$ cat src/rtl/afe_clkgen_pkg.sv
`timescale 1ns/1ps
package afe_clkgen_pkg;
  localparam int CLK_REF = 0;
  localparam int CLK_DAT = 1;
  localparam int CLK_CNV = 2;
  localparam int NUM_CLK = 3;

  typedef struct packed {
    logic [NUM_CLK-1:0] rise;
    logic [NUM_CLK-1:0] fall;
    logic               pixMark;
    logic               quiet;
  } strobe_t;
endpackage

$ cat src/rtl/afe_clkgen_ctrl.sv
`timescale 1ns/1ps
module afe_clkgen_ctrl
  import afe_clkgen_pkg::*;
#(
  parameter int CNT_W       = 8,
  parameter int MIN_SAMPLE  = 1,
  parameter int MIN_CONV    = 2,
  parameter int MIN_PIX_3CH = 12,
  parameter int MIN_PIX_1CH = 10
) (
  input  logic             clk,
  input  logic             rstN,
  input  logic             run,
  input  logic             cdsMode,
  input  logic             threeCh,
  input  logic [CNT_W-1:0] refStart,
  input  logic [CNT_W-1:0] refWidth,
  input  logic [CNT_W-1:0] datStart,
  input  logic [CNT_W-1:0] datWidth,
  input  logic [CNT_W-1:0] cnvLow,
  input  logic [CNT_W-1:0] cnvHigh,
  output strobe_t          stb,
  output logic             cfgErr
);
  localparam int SLOT_W = CNT_W + 1;
  localparam int PER_W  = CNT_W + 3;

  function automatic logic badCfg(
    input logic cds, input logic three,
    input logic [CNT_W-1:0] rs, input logic [CNT_W-1:0] rw,
    input logic [CNT_W-1:0] ds, input logic [CNT_W-1:0] dw,
    input logic [CNT_W-1:0] lo, input logic [CNT_W-1:0] hi);
    logic [PER_W-1:0] slotLen;
    logic [PER_W-1:0] period;
    logic [PER_W-1:0] minPix;
    logic             bad;
    slotLen = PER_W'(lo) + PER_W'(hi);
    period  = three ? (slotLen + slotLen + slotLen) : (slotLen + slotLen);
    minPix  = three ? PER_W'(MIN_PIX_3CH) : PER_W'(MIN_PIX_1CH);
    bad = (dw < CNT_W'(MIN_SAMPLE)) || (lo < CNT_W'(MIN_CONV)) ||
          (hi < CNT_W'(MIN_CONV)) ||
          ((PER_W'(ds) + PER_W'(dw)) > PER_W'(lo)) || (period < minPix);
    if (cds) begin
      bad = bad || (rw < CNT_W'(MIN_SAMPLE)) ||
            ((PER_W'(rs) + PER_W'(rw)) > PER_W'(ds));
    end
    return bad;
  endfunction

  logic              running;
  logic              sCds, sThree;
  logic [CNT_W-1:0]  sRs, sRw, sDs, sDw, sLo, sHi;
  logic [SLOT_W-1:0] slotCnt;
  logic [1:0]        slotIdx;
  logic [SLOT_W-1:0] slotLen;
  logic [1:0]        lastIdx;
  logic              slotEnd, pixEnd, load, badIn;

  assign slotLen = SLOT_W'(sLo) + SLOT_W'(sHi);
  assign slotEnd = (slotCnt == slotLen - SLOT_W'(1));
  assign lastIdx = sThree ? 2'd2 : 2'd1;
  assign pixEnd  = running && slotEnd && (slotIdx == lastIdx);
  assign load    = !running || pixEnd;
  assign badIn   = badCfg(cdsMode, threeCh, refStart, refWidth,
                          datStart, datWidth, cnvLow, cnvHigh);

  always_ff @(posedge clk or negedge rstN) begin
    if (!rstN) begin
      running <= 1'b0;
      cfgErr  <= 1'b0;
      sCds    <= 1'b0;
      sThree  <= 1'b0;
      sRs     <= '0;
      sRw     <= '0;
      sDs     <= '0;
      sDw     <= '0;
      sLo     <= '0;
      sHi     <= '0;
      slotCnt <= '0;
      slotIdx <= '0;
    end else if (load) begin
      sCds    <= cdsMode;
      sThree  <= threeCh;
      sRs     <= refStart;
      sRw     <= refWidth;
      sDs     <= datStart;
      sDw     <= datWidth;
      sLo     <= cnvLow;
      sHi     <= cnvHigh;
      cfgErr  <= badIn;
      running <= run && !badIn;
      slotCnt <= '0;
      slotIdx <= '0;
    end else if (slotEnd) begin
      slotCnt <= '0;
      slotIdx <= slotIdx + 2'd1;
    end else begin
      slotCnt <= slotCnt + SLOT_W'(1);
    end
  end

  always_comb begin
    stb       = '0;
    stb.quiet = !running;
    if (running) begin
      stb.fall[CLK_CNV] = (slotCnt == '0);
      stb.rise[CLK_CNV] = (slotCnt == SLOT_W'(sLo));
      if (slotIdx == 2'd0) begin
        stb.rise[CLK_DAT] = (slotCnt == SLOT_W'(sDs));
        stb.fall[CLK_DAT] = (slotCnt == SLOT_W'(sDs) + SLOT_W'(sDw));
        stb.pixMark       = (slotCnt == SLOT_W'(sDs));
        if (sCds) begin
          stb.rise[CLK_REF] = (slotCnt == SLOT_W'(sRs));
          stb.fall[CLK_REF] = (slotCnt == SLOT_W'(sRs) + SLOT_W'(sRw));
        end
      end
    end
  end

  // slot index never passes the last slot of a pixel
  assert_slot_limit_R2: assert property (@(posedge clk) disable iff (!rstN)
    running |-> (slotIdx <= lastIdx));

  // a captured bad setting never leaves the generator running
  assert_err_stops_R7: assert property (@(posedge clk) disable iff (!rstN)
    cfgErr |-> !running);
endmodule

$ cat src/rtl/afe_clkgen_dp.sv
`timescale 1ns/1ps
module afe_clkgen_dp
  import afe_clkgen_pkg::*;
(
  input  logic    clk,
  input  logic    rstN,
  input  strobe_t stb,
  output logic    refClk,
  output logic    datClk,
  output logic    cnvClk,
  output logic    pixStart
);
  logic [NUM_CLK-1:0] level;

  for (genvar i = 0; i < NUM_CLK; i++) begin : g_clk
    logic lvl;
    always_ff @(posedge clk or negedge rstN) begin
      if (!rstN)              lvl <= 1'b0;
      else if (stb.quiet)     lvl <= 1'b0;
      else if (stb.rise[i])   lvl <= 1'b1;
      else if (stb.fall[i])   lvl <= 1'b0;
    end
    assign level[i] = lvl;
  end

  always_ff @(posedge clk or negedge rstN) begin
    if (!rstN) pixStart <= 1'b0;
    else       pixStart <= stb.pixMark && !stb.quiet;
  end

  assign refClk = level[CLK_REF];
  assign datClk = level[CLK_DAT];
  assign cnvClk = level[CLK_CNV];

  assert_no_overlap_R4: assert property (@(posedge clk) disable iff (!rstN)
    !(refClk && datClk));

  assert_dat_fall_early_R3: assert property (@(posedge clk) disable iff (!rstN)
    $fell(datClk) |-> !$past(cnvClk));

  assert_pix_on_rise_R6: assert property (@(posedge clk) disable iff (!rstN)
    pixStart |-> (datClk && !$past(datClk)));
endmodule

$ cat src/rtl/afe_clkgen.sv
`timescale 1ns/1ps
module afe_clkgen
  import afe_clkgen_pkg::*;
#(
  parameter int CNT_W       = 8,
  parameter int MIN_SAMPLE  = 1,
  parameter int MIN_CONV    = 2,
  parameter int MIN_PIX_3CH = 12,
  parameter int MIN_PIX_1CH = 10
) (
  input  logic             clk,
  input  logic             rstN,
  input  logic             run,
  input  logic             cdsMode,
  input  logic             threeCh,
  input  logic [CNT_W-1:0] refStart,
  input  logic [CNT_W-1:0] refWidth,
  input  logic [CNT_W-1:0] datStart,
  input  logic [CNT_W-1:0] datWidth,
  input  logic [CNT_W-1:0] cnvLow,
  input  logic [CNT_W-1:0] cnvHigh,
  output logic             refClk,
  output logic             datClk,
  output logic             cnvClk,
  output logic             pixStart,
  output logic             cfgErr
);
  strobe_t stb;

  afe_clkgen_ctrl #(
    .CNT_W(CNT_W), .MIN_SAMPLE(MIN_SAMPLE), .MIN_CONV(MIN_CONV),
    .MIN_PIX_3CH(MIN_PIX_3CH), .MIN_PIX_1CH(MIN_PIX_1CH)
  ) u_ctrl (
    .clk(clk), .rstN(rstN), .run(run), .cdsMode(cdsMode), .threeCh(threeCh),
    .refStart(refStart), .refWidth(refWidth), .datStart(datStart),
    .datWidth(datWidth), .cnvLow(cnvLow), .cnvHigh(cnvHigh),
    .stb(stb), .cfgErr(cfgErr)
  );

  afe_clkgen_dp u_dp (
    .clk(clk), .rstN(rstN), .stb(stb),
    .refClk(refClk), .datClk(datClk), .cnvClk(cnvClk), .pixStart(pixStart)
  );
endmodule

$ cat config.mk
export PLATFORM = sky130hd
export DESIGN_NAME = afe_clkgen
export DESIGN_NICKNAME = d
export VERILOG_FILES = /design/src/rtl/afe_clkgen_pkg.sv /design/src/rtl/afe_clkgen_ctrl.sv /design/src/rtl/afe_clkgen_dp.sv /design/src/rtl/afe_clkgen.sv
export SDC_FILE = /design/constraint.sdc
export NUM_CORES = 1
export LEC_CHECK = 0
export BUFFER_PORTS_ARGS = -buffer_cell sky130_fd_sc_hd__buf_2
export CAP_MARGIN = 20
export CORE_ASPECT_RATIO = 0.6
export CORE_MARGIN = 4
export CORE_UTILIZATION = 40
export CTS_CLUSTER_SIZE = 40
export DETAILED_ROUTE_END_ITERATION = 10
export PLACE_DENSITY_LB_ADDON = 0.25
export SYNTH_ARGS = -nofsm -noshare
export SYNTH_HDL_FRONTEND = slang
export SYNTH_HIERARCHICAL = 1
export SYNTH_SLANG_ARGS = --single-unit
$ cat constraint.sdc
create_clock -name clk -period 3.3 [get_ports clk]
set_clock_uncertainty 0.05 [all_clocks]
set_input_delay 0.165 -clock clk [delete_from_list [all_inputs] [get_ports clk]]
set_output_delay 0.165 -clock clk [all_outputs]
set_load 0.03 [all_outputs]
==> flow_summary.yaml <==
outcome:
  status: "complete, but fails checks"
  violations: "negative setup slack"
timing:
  rsz0062_at_grt: "yes"
  fin_crit_ns: 3.37
  clock.fmax_mhz: 297
  slew_headroom_pct: 47.0
  period_share_pct: 102
  setup_violations: 24
  worstMarginPinSlew_ns: 0.787
  hold_viol_final: 0
  slew_violations: 0
  setup_ws_ns: -0.0670
cells_and_area:
  drive_gt1_share_pct: 31.0
  area_growth_pct: 30.7
  antenna_cells: 0
  final_nets: 956
  final_util_pct: 53.3
  seq_area_um2: 1680
  multi_input_comb_area_um2: 4540
  n_fill_cell: 1381
  finalNonFillerCells: 1023
setup_path:
  cp_data_required_time_ns: 3.47
  cp.arrival_ns: 3.54
  path_max_fanout: 8
  path_class: "register to register"
  critPathCaptureType: "register"
  start_kind: "register"
synth:
  mappedNetlistNets: 821
  synth_seq_area_share_pct: 26.8
  synth_top_area_share_pct: 26.8
  syn_avg_cell_area_um2: 9.20
  yosys_warnings: 6
  synthCells: 680
  synth.cell_area_um2: 6260
  synth_flop_cell: "dfrtp_1"
  synth_edf_count: 0
  ys_types: 58
  ys_ff_latch: 67
  synth_largest_area_cell: "dfrtp_1"
  async_flop_share_pct: 100
  synthTopCellsByArea: "dfrtp_1 27%, ha_1 16%, xnor2_1 9.7%"
global_routing:
  grt_max_degree: 37
  grt_pass1_vias: 5570
  antenna_found_initial: 0
  grt-ovfl-total: 0
  grt_pass1_wl_um: 29600
  grt_usage_pct: 21.2
clock_tree:
  clockBufferDepth: 2
  clock_latency_ns: 0.34
  cts_tree: "built"
  numCtsBuffers: 9
  cts_sinks: 67
  path_clk_slew_ns: 0.06
  root_buffer: "clkbuf_16"
  h-tree-depth: 3
place:
  hpwl_um: 15000
  gp_congestion: 0.922
  port_buffers: 57
  dp.cells: 991
  pre_cts_slack_ns: -0.270
power_and_ir_drop:
  powerDensity_nw_per_um2: 332
  vdd_ir_drop_max_mv: 0.199
  power.total_uw: 2710
  p_leak_uw: 0.00407
routing:
  wl_per_cell_um: 18.8
  vias: 5585
  finalWirelength_um: 19300
  drt_drc_violations_left: 0
  drt-initial-drc-count: 342
  drtAntennaViolNets: 0
  drt-pass1-iter-count: 5
  via_per_inst: 5.46
floorplan:
  die-area_um2: 17800
  core_area_um2: 15300
  die_width_um: 169
  ios: 58
  start_util_pct: 40.8
  placementRows: 35
  die_y_um: 105
min_path:
  hold_path_class: "input pin to register"
run:
  drv_cap: 0
[routing by layer]
metal	vias to the layer above	share of wire (%)	track usage [%]
li1	2684	-	-
met1	2718	52	33.2
met2	170	40	29.0
met3	13	7.4	5.90
met4	0	0.74	3.73
met5	-	0	0
[path summary, 6_finish.rpt]
kind                                from                end  slack (ns)  depth (start not counted)
setup / recovery           u_ctrl/sLo[1]      u_ctrl/sDw[5]       -0.07                         16
hold / removal               refStart[2]      u_ctrl/sRs[2]        0.02                          2
setup reg to reg           u_ctrl/sLo[1]      u_ctrl/sDw[5]       -0.07                         16
hold reg to reg              u_ctrl/sCds        u_ctrl/sCds        0.46                          1
max in group asynchronous           rstN      u_ctrl/sDw[2]        1.84                          3
min in group asynchronous           rstN  u_ctrl/slotCnt[8]        0.38                          2
[flip-flops by register name, summed over array words and instances, names as in the netlist]
name / count
u_ctrl/sLo: 8
u_ctrl/cfgErr: 1
u_dp/refClk: 1
u_dp/cnvClk: 1
u_ctrl/sRs: 8
u_ctrl/running: 1
u_dp/datClk: 1
u_ctrl/sCds: 1
u_ctrl/sDw: 8
u_ctrl/sThree: 1
u_ctrl/slotCnt: 9
u_dp/pixStart: 1
u_ctrl/sHi: 8
u_ctrl/sRw: 8
u_ctrl/slotIdx: 2
u_ctrl/sDs: 8
[through the flow]
stage / hold slack [ns] / setup TNS, ns / cell area (um2)
after detailed placement: 0.227 / -8.28 / 7360
after global placement: 0.211 / -7.36 / 7360
final: 0.0211 / -0.905 / 8180
after floorplan: -0.181 / -0.0140 / 6320
after CTS: 0.0182 / -0.0164 / 7760
after global routing: 0.0275 / -5.30 / 8180
[worst max-delay path, stage by stage, from the launching register on]
cell and delay [ns]:
dfrtp_1 0.38, inv_2 0.07, ha_4 0.27, inv_4 0.03, ha_4 0.16, fa_2 0.35, a21o_1 0.20, a21oi_2 0.17
o21bai_1 0.08, a21oi_1 0.17, xnor2_1 0.14, nand4_1 0.14, buf_6 0.17, o21ai_4 0.21, buf_6 0.17, clkbuf_16 0.17
mux2_4 0.31
[layout by cell type, fill, tap and decap left out, drive strengths merged, types with 3 or more instances in the layout]
cell    Yosys  layout
buf         9     143
ha         81      81
inv        75      75
xnor2      69      69
dfrtp      67      67
a21oi      37      37
mux2       34      34
nand2      33      33
o21ai      31      31
a21o       28      28
xor2       27      27
nor2       27      27
nor4       17      17
clkbuf     16      16
nand4      12      12
nand3      11      11
o21bai     10      10
nor3       10      10
o211ai      7       7
fa          7       7
a211oi      7       7
o21a        6       6
nand2b      6       6
nor2b       5       5
a31oi       5       5
a211o       4       4
or4         4       4
a221oi      4       4
clkinv      0       3
and3        3       3
and4        3       3
[cells by family (layout without fill, tap and decap cells)]
kind of cell	after synthesis	in the layout	share of synthesized area [%]
adders and majority gates	88	88	18.4
and+or+nand+nor	137	137	11.3
buffers and inverters	100	240	6.32
DFF	67	67	26.8
AOI/OAI and AO/OA	157	157	17.5
xor gates and xnor gates	96	96	13.4
muxes	35	35	6.28
[synth_stat cells, drive strengths merged (4+ instances only)]
cell type and number:
a211o 4, a211oi 7, a21o 28, a21oi 37, a221oi 4, a31oi 5, buf 9, clkbuf 16
dfrtp 67, fa 7, ha 81, inv 75, mux2 34, nand2 33, nand2b 6, nand3 11
nand4 12, nor2 27, nor2b 5, nor3 10, nor4 17, o211ai 7, o21a 6, o21ai 31
o21bai 10, or4 4, xnor2 69, xor2 27
[power breakdown]
part / internal, uW / switching, uW
logic: 433 / 495
clock network: 601 / 362
registers: 822 / 0
[final cells by class]
class,count,share of cell area [%]
multi-input combinational,513,55.5
sequential,67,20.5
timing repair buffer,149,13.8
inverter,75,3.50
tap,203,3.11
clock buffer,11,2.97
clock inverter,5,0.643
[timing repair]
action | 4_1_cts | 5_1_grt
resized for setup | 6 | 85
cloned | 1 | 5
buffers inserted | 5 | 6
hold endpoints to repair | 31 | 0
setup endpoints to repair | 54 | 57
pin swaps | 6 | 22
hold buffers | 1 | 0
Power figures use the tool's default switching activity.
